`config.mk`:
```
export PLATFORM = sky130hd
export DESIGN_NAME = pair_mean_filter
export DESIGN_NICKNAME = d
export VERILOG_FILES = /design/src/rtl/pmf_pkg.sv /design/src/rtl/pmf_hs_reg.sv /design/src/rtl/pmf_adder.sv /design/src/rtl/pmf_ctrl.sv /design/src/rtl/pair_mean_filter.sv
export SDC_FILE = /design/constraint.sdc
export NUM_CORES = 1
export LEC_CHECK = 0
export BUFFER_PORTS_ARGS = -buffer_cell sky130_fd_sc_hd__buf_4
export CORE_MARGIN = 4
export CORE_UTILIZATION = 40
export CTS_BUF_LIST = sky130_fd_sc_hd__clkbuf_4
export DETAILED_ROUTE_END_ITERATION = 10
export GPL_ROUTABILITY_DRIVEN = 0
export SKIP_LAST_GASP = 1
export SLEW_MARGIN = 20
export SYNTH_ARGS = -nofsm -noshare
export SYNTH_HDL_FRONTEND = slang
export SYNTH_SLANG_ARGS = --single-unit
```
`constraint.sdc`:
```
create_clock -name clk -period 1.86 [get_ports clk]
set_clock_uncertainty 0.2 [all_clocks]
set_input_delay 0 -clock clk [delete_from_list [all_inputs] [get_ports clk]]
set_output_delay 0 -clock clk [all_outputs]
set_load 0.005 [all_outputs]
```
`src/rtl/pmf_pkg.sv`:
```
package pmf_pkg;
   typedef enum logic [2:0] {
      ST_IDLE  = 3'd0,
      ST_LDX   = 3'd1,
      ST_ADD   = 3'd2,
      ST_OUT   = 3'd3,
      ST_LDY   = 3'd4,
      ST_ACKIN = 3'd5,
      ST_RTZ   = 3'd6
   } pmf_state_t;
endpackage

```
`src/rtl/pmf_hs_reg.sv`:
```
module pmf_hs_reg #(
   parameter int W = 8
) (
   input  logic         clk,
   input  logic         rst_n,
   input  logic         req,
   input  logic [W-1:0] d,
   output logic         ack,
   output logic [W-1:0] q
);
   always_ff @(posedge clk) begin
      if (!rst_n) begin
         ack <= 1'b0;
         q   <= '0;
      end else if (req && !ack) begin
         q   <= d;
         ack <= 1'b1;
      end else if (!req) begin
         ack <= 1'b0;
      end
   end


   reg_hold_chk: assert property (@(posedge clk) disable iff (!rst_n)
      (ack && $past(ack)) |-> $stable(q));
endmodule

```
`src/rtl/pmf_adder.sv`:
```
module pmf_adder #(
   parameter int W     = 8,
   parameter int DELAY = 3
) (
   input  logic         clk,
   input  logic         rst_n,
   input  logic         start,
   input  logic [W-1:0] a,
   input  logic [W-1:0] b,
   output logic         done,
   output logic [W:0]   sum
);
   localparam int CW = (DELAY < 2) ? 1 : $clog2(DELAY + 1);

   always_ff @(posedge clk) begin
      if (!rst_n)                sum <= '0;
      else if (start && !done)   sum <= {1'b0, a} + {1'b0, b};
   end

   generate
      if (DELAY <= 1) begin : g_fast
         always_ff @(posedge clk) begin
            if (!rst_n) done <= 1'b0;
            else        done <= start;
         end
      end else begin : g_matched
         logic [CW-1:0] cnt;
         always_ff @(posedge clk) begin
            if (!rst_n || !start) begin
               cnt  <= '0;
               done <= 1'b0;
            end else if (!done) begin
               if (cnt == CW'(DELAY - 1)) done <= 1'b1;
               else                       cnt  <= cnt + 1'b1;
            end
         end
      end
   endgenerate


   sum_hold_chk: assert property (@(posedge clk) disable iff (!rst_n)
      (done && $past(done)) |-> $stable(sum));
endmodule

```
`src/rtl/pmf_ctrl.sv`:
```
module pmf_ctrl
   import pmf_pkg::*;
(
   input  logic clk,
   input  logic rst_n,
   input  logic in_req,
   input  logic out_ack,
   input  logic ax,
   input  logic aa,
   input  logic ao,
   input  logic ay,
   output logic rx,
   output logic ra,
   output logic ro,
   output logic ry,
   output logic in_ack
);
   pmf_state_t st, st_nx;

   always_ff @(posedge clk) begin
      if (!rst_n) st <= ST_IDLE;
      else        st <= st_nx;
   end

   always_comb begin
      st_nx = st;
      unique case (st)
         ST_IDLE:  if (in_req)                          st_nx = ST_LDX;
         ST_LDX:   if (ax)                              st_nx = ST_ADD;
         ST_ADD:   if (aa)                              st_nx = ST_OUT;
         ST_OUT:   if (ao && out_ack)                   st_nx = ST_LDY;
         ST_LDY:   if (ay)                              st_nx = ST_ACKIN;
         ST_ACKIN: if (!in_req)                         st_nx = ST_RTZ;
         ST_RTZ:   if (!(ax || aa || ao || ay || out_ack)) st_nx = ST_IDLE;
         default:                                       st_nx = ST_IDLE;
      endcase
   end

   assign rx     = (st == ST_LDX) || (st == ST_ADD) || (st == ST_OUT) ||
                   (st == ST_LDY) || (st == ST_ACKIN);
   assign ra     = (st == ST_ADD) || (st == ST_OUT) || (st == ST_LDY) ||
                   (st == ST_ACKIN);
   assign ro     = (st == ST_OUT) || (st == ST_LDY) || (st == ST_ACKIN);
   assign ry     = (st == ST_LDY) || (st == ST_ACKIN);
   assign in_ack = (st == ST_ACKIN) || (st == ST_RTZ);
endmodule

```
`src/rtl/pair_mean_filter.sv`:
```
module pair_mean_filter #(
   parameter int DW        = 8,
   parameter int ADD_DELAY = 3
) (
   input  logic          clk,
   input  logic          rst_n,
   input  logic          in_req,
   output logic          in_ack,
   input  logic [DW-1:0] in_data,
   output logic          out_req,
   input  logic          out_ack,
   output logic [DW-1:0] out_data
);
   localparam int SW = DW + 1;

   generate
      if (DW < 1) begin : g_bad_dw
         $error("pair_mean_filter: DW must be at least 1");
      end
      if (ADD_DELAY < 0) begin : g_bad_delay
         $error("pair_mean_filter: ADD_DELAY must not be negative");
      end
   endgenerate

   logic          rx, ra, ro, ry;
   logic          ax, aa, ao, ay;
   logic [DW-1:0] x_q, y_q;
   logic [SW-1:0] sum;
   logic [DW-1:0] mean;

   pmf_ctrl u_ctrl (
      .clk(clk), .rst_n(rst_n), .in_req(in_req), .out_ack(out_ack),
      .ax(ax), .aa(aa), .ao(ao), .ay(ay),
      .rx(rx), .ra(ra), .ro(ro), .ry(ry), .in_ack(in_ack)
   );

   pmf_hs_reg #(.W(DW)) u_xreg (
      .clk(clk), .rst_n(rst_n), .req(rx), .d(in_data), .ack(ax), .q(x_q)
   );

   pmf_adder #(.W(DW), .DELAY(ADD_DELAY)) u_add (
      .clk(clk), .rst_n(rst_n), .start(ra), .a(x_q), .b(y_q),
      .done(aa), .sum(sum)
   );

   assign mean = sum[SW-1:1];

   pmf_hs_reg #(.W(DW)) u_oreg (
      .clk(clk), .rst_n(rst_n), .req(ro), .d(mean), .ack(ao), .q(out_data)
   );

   pmf_hs_reg #(.W(DW)) u_yreg (
      .clk(clk), .rst_n(rst_n), .req(ry), .d(x_q), .ack(ay), .q(y_q)
   );

   assign out_req = ro && ao;


   out_start_chk: assert property (@(posedge clk) disable iff (!rst_n)
      $rose(out_req) |-> (in_req && !in_ack));

   out_stable_chk: assert property (@(posedge clk) disable iff (!rst_n)
      (out_req && $past(out_req)) |-> $stable(out_data));

   ack_after_out_chk: assert property (@(posedge clk) disable iff (!rst_n)
      $rose(in_ack) |-> (out_ack && ay));

   ack_release_chk: assert property (@(posedge clk) disable iff (!rst_n)
      $fell(in_ack) |-> (!in_req && !out_ack && !out_req));

   hist_order_chk: assert property (@(posedge clk) disable iff (!rst_n)
      $rose(ay) |-> $past(out_ack));
endmodule

```
Yosys cells after proc, flatten, opt, wreduce, memory -nomap -nowiden:

Index checks and enable logic that the tools add are counted.

* output and inout bits: 10
* register bits: 42

* muxes and demuxes: 16
* add/sub/neg operators: 2
* reduce and logical (&&, ||, !) cells: 31
* eq/ne operators: 17
* bitwise gates (word level): 2

Operators by type and width (count)
* two-way mux 3 bit: 7
* one-hot mux 3 bit (7 select lines): 1
* logical OR 1 bit: 16
* inequality test 2 x 1 -> 1 bit (second input constant): 5
* inequality test 2 bit (second input constant): 5
* adder 8 x 8 -> 9 bit: 1
* == test 3 bit (second input constant): 3
* two-way mux 1 bit: 8
* AND reduction 7 bit: 1
* == test 3 x 2 -> 1 bit (second input constant): 2
* logical AND 1 bit: 6
* logical NOT 1 bit: 6
* == test 3 x 1 -> 1 bit (second input constant): 1
* logical NOT 3 bit: 1
* adder 2 x 1 -> 2 bit (second input constant): 1
* == test 2 bit (second input constant): 1
* NOT 1 bit: 2
* AND reduction 2 bit: 1

Depth between registers and ports, before layout:

* depth in word-level cells: 7
* mapped depth: 6
* mapped depth without buffers: 6

Modules after synthesis:

From an unflattened synthesis, not the netlist that was laid out.

* cells, all modules: 246
* area, all modules: 2257.2 um2

Modules (own cells, without submodules)
* pmf_hs_reg: seq. area each 180.2 um2, instances 3, cells an instance 38, area each 377.9 um2
* pmf_adder: seq. area each 240.2 um2, instances 1, cells an instance 91, area each 802.0 um2
* pmf_ctrl: seq. area each 60.1 um2, instances 1, cells an instance 40, area each 315.3 um2
* pair_mean_filter: seq. area each 0.0 um2, instances 1, cells an instance 1, area each 6.3 um2

Worst setup path before layout:

Ideal clock, no wire load.

* path type: flip-flop to flip-flop
* start point: register u_xreg.q[0]
* end point: register u_add.sum[6]
* buffers on the path: 0
* path slack: -0.210 ns
* cell stages (with the launch flop): 7
* arrival time: 1.754 ns
* setup time: 0.116 ns
* cell sequence: dfxtp_1 and2_1 fa_1 a211oi_1 o21bai_1 a211o_1 a41o_1

* cells in the longest elaborated chain, start to end: 1

RTL lines
* from (decl): RTL line pmf_hs_reg.sv:9 `output logic [W-1:0] q`
* from (signal assigned): RTL line pmf_hs_reg.sv:14 `q <= '0;`
* from (signal assigned): RTL line pmf_hs_reg.sv:16 `q <= d;`
* adder 8 x 8 -> 9 bit: RTL line pmf_adder.sv:17 `else if (start && !done) sum <= {1'b0, a} + {1'b0, b};`
* to (signal assigned): RTL line pmf_adder.sv:17
* to (decl): RTL line pmf_adder.sv:11 `output logic [W:0] sum`

No other way between the ends.
A chain may end at the register's enable or synchronous reset.

Worst setup path after layout:

* start point: register u_yreg.q[0]
* end point: register u_add.sum[6]

* cells in the longest elaborated chain, start to end: 1

RTL lines (RTL line)
* from (decl): pmf_hs_reg.sv:9
* from (signal assigned): pmf_hs_reg.sv:14
* from (signal assigned): pmf_hs_reg.sv:16
* adder 8 x 8 -> 9 bit: pmf_adder.sv:17

No other way between the ends.

==> metrics.md <==
| Metric | Value |
|---|---|
| Outcome | `complete, but fails checks` |
| Violated checks | `setup timing` |
| Number of core rows | `24` |
| Root Buffer Master | `clkbuf_4` |
| Family with the most delay on the worst path | `compound AO/OA/AOI/OAI gates` |
| Largest net degree at the start of global routing | `19` |
| Share of post-route cells with drive strength above 1 | `24.0%` |
| Pwr/cell area | `833 nW/µm²` |
| Total detailed-routing wirelength | `3.82 mm` |
| Diode insertion count for antenna repair | `0` |
| Top library cells by usage in the layout, fill and taps aside | `buf_4, dfxtp_1, nor2_1, mux2i_1, nand2_1` |
| Hold WC Path Type | `input port to flop` |
| Number of port buffers | `21` |
| Final setup violation count | `1` |
| Max-slew headroom at the worst pin | `79.4%` |
| Number of antenna violations at the first check in global routing | `0` |
| Mean instance size in the synthesized netlist | `9.10 µm²` |
| Clock input transition at the sequential cells of the worst setup and hold paths | `0.11 ns` |
| Worst setup SP type | `flop` |
| Critical path buffer and inverter count | `0` |
| Count of cells along the worst hold path | `4` |
| Latest clock arrival within the worst-skew pair | `0.34 ns` |
| Number of top-level design ports | `22` |
| Number of clock buffers inserted by TritonCTS | `5` |
| Cell breakdown of the critical path | `and2_4, fa_2, a211oi_2, o21bai_1, a211o_1, a41o_1` |
| Critical Path Sink Type | `flop` |
| Minimum clock period | `1.86 ns` |
| Worst-case setup slack after placement | `-0.0892 ns` |
| First-pass GRT wire length | `6.84 mm` |
| Number of design rule violations left after detail routing | `0` |
| Buffer levels on the longest clock path | `2` |
| Count of nets after finishing | `279` |
| Num Clock Sinks | `41` |
| Critical path's slowest cell | `fa_2` |
| Number of routed nets with antenna violations | `0` |
| Area of the die | `5890 µm²` |
| Hold violation total from the final report | `0` |
| Height of the die | `76.8 µm` |
| Initial Util | `42.3%` |
| Achievable clock frequency | `537 MHz` |
| Required time of the critical path | `1.91 ns` |
| Most common cell after layout, fill and taps aside | `buf_4` |
| Depth of the critical timing path with buffers and inverters included | `6` |
| Number of nets produced by synthesis | `229` |
| Post-detailed-route wirelength per cell | `12.3 µm` |
| TritonCTS clock tree | `built` |
| Routed vias | `1,585` |
| Placeable core area | `4470 µm²` |
| Worst-Margin Slew | `0.307 ns` |
| Number of different library cells in the post-synthesis netlist | `43` |
| Number of synthesized register bits | `41` |
| Top FF cell, synth | `dfxtp_1` |
| Arrival time at the worst endpoint | `1.91 ns` |
| Fillcell total | `407` |
| Final number of max-transition violations | `0` |
| Final Cycle Share | `100%` |
| Worst-path fanout max | `2` |
| Syn. warnings | `0` |
| Total of max-cap violations | `0` |
| RSZ-0062 raised after global routing | `yes` |
| Final setup TNS | `-0.00106 ns` |
| H-tree depth | `2` |
| Via count of the first global-routing pass | `1,496` |
| Cell count after synthesis | `208` |
| Part of the Yosys area used for sequential elements | `43.4%` |
| Async S/R FF share, synth | `0%` |
| Maximum VDD drop | `0.000393 V` |
| Starting DRC count in detailed routing | `74` |
| Detailed-route vias per instance | `5.11` |
| Router iterations before antenna repair | `4` |
| Biggest cell delay along the critical path | `0.34 ns` |
| P_leak | `1.01 nW` |
| Worst R2R Path Depth | `6` |
| Path type of the worst setup path | `flop to flop` |
| Cell area after technology mapping | `1890 µm²` |
| Half-perimeter wire length of the detailed placement result | `2.73 mm` |
| Tot GR Track Use | `14.3%` |
| EDFF count, synth | `0` |
| Die Width | `76.8 µm` |
| Setup WS post-layout | `-0.00106 ns` |
| Synth-to-Final Area Change | `30.0%` |
| Overall overflow remaining after global route | `0` |
==> Yosys cell counts, types with 3 or more instances <==
library cell,instances,share of area [%]
a211oi_1,8,3.2
dfxtp_1,41,43
clkbuf_1,6,1.2
a21oi_1,13,3.4
a31oi_1,3,0.99
nor3_1,4,1.1
nand3_1,4,1.1
xnor2_1,3,1.4
mux2i_1,23,12
nand2_1,12,2.4
inv_1,6,1.2
o21ai_0,7,1.9
ha_1,8,5.3
nor2_1,33,6.5
nand2b_1,5,1.7
==> what timing repair did <==
action                                 4_1_cts  5_1_grt
gates resized for setup                      4        2
setup endpoints to repair                    4        5
setup buffers                                1        0
pin swaps                                    5        1
endpoints found under the hold margin       39        0
hold buffers                                11        0
==> report_power, final <==
part,switching [mW],total (mW),internal (mW)
Sequential,0.0499,0.995,0.945
Clock,0.277,0.551,0.274
Combinational,0.248,0.501,0.253
==> logic make-up after synthesis <==
kind of cell | after synthesis | share of synthesized area, %
DFF | 41 | 43.4
and+or+nand+nor | 70 | 16.9
AOI/OAI and AO/OA | 46 | 16.3
adders and majority gates | 9 | 6.35
xor gates and xnor gates | 3 | 1.39
muxes | 23 | 12.2
buffers and inverters | 16 | 3.51
==> worst register-to-register path, cell delays in order (launching register included) <==
cell	delay, ns
dfxtp_2	0.33
and2_4	0.15
fa_2	0.34
a211oi_2	0.24
o21bai_1	0.09
a211o_1	0.26
a41o_1	0.18
==> through the flow <==
| step | utilization (%) | cell area [µm²] | total power, mW | hold slack, ns | std cells |
|---|---|---|---|---|---|
| 5_1_grt | 54.9 | 2460 | 2.18 | 0.247 | 310 |
| 6_report | 54.9 | 2460 | 2.05 | 0.231 | 310 |
| 3_5_place_dp | 50.1 | 2240 | 1.49 | 0.0410 | 291 |
| 4_1_cts | 54.8 | 2450 | 2.08 | 0.202 | 310 |
| 2_1_floorplan | - | 1900 | 1.32 | -0.0529 | 208 |
| 3_3_place_gp | 50.1 | 2240 | 1.48 | 0.0341 | 291 |
==> registers in the layout, indices dropped and copies added, names as in the netlist <==
signal and flops:
u_oreg.ack 1, u_add.g_matched.cnt 2, u_add.done 1, u_ctrl.st 3
u_oreg.q 8, u_yreg.q 8, u_add.sum 8, u_xreg.ack 1
u_yreg.ack 1, u_xreg.q 8
==> area by class of cell <==
class / count / area, µm² / area share [%]
Multi-Input combinational cell: 151 / 1040 / 42.3
Inverter: 7 / 26.3 / 1.07
Tap cell: 52 / 65.1 / 2.65
Clock buffer: 5 / 37.5 / 1.53
Timing Repair Buffer: 52 / 430 / 17.5
Sequential cell: 41 / 825 / 33.5
Clock inverter: 2 / 35.0 / 1.42
==> path summary, 6_finish.rpt <==
| check | start | endpoint | slack [ns] |
|---|---|---|---|
| worst max register to register | u_yreg.q[0] | u_add.sum[6] | -0.001 |
| worst max-delay path | u_yreg.q[0] | u_add.sum[6] | -0.001 |
| worst min-delay path | in_data[5] | u_xreg.q[5] | 0.23 |
| worst min register to register | u_add.sum[3] | u_add.sum[3] | 0.26 |
==> layer usage <==
| layer | up-vias | GRT usage (%) | share of wire [%] |
|---|---|---|---|
| li1 | 842 | - | - |
| met1 | 713 | 19.5 | 52 |
| met2 | 24 | 21.3 | 42 |
| met3 | 6 | 4.33 | 4.1 |
| met4 | 0 | 4.89 | 1.6 |
| met5 | - | 0 | 0 |
(Power assumes the default switching activity.)
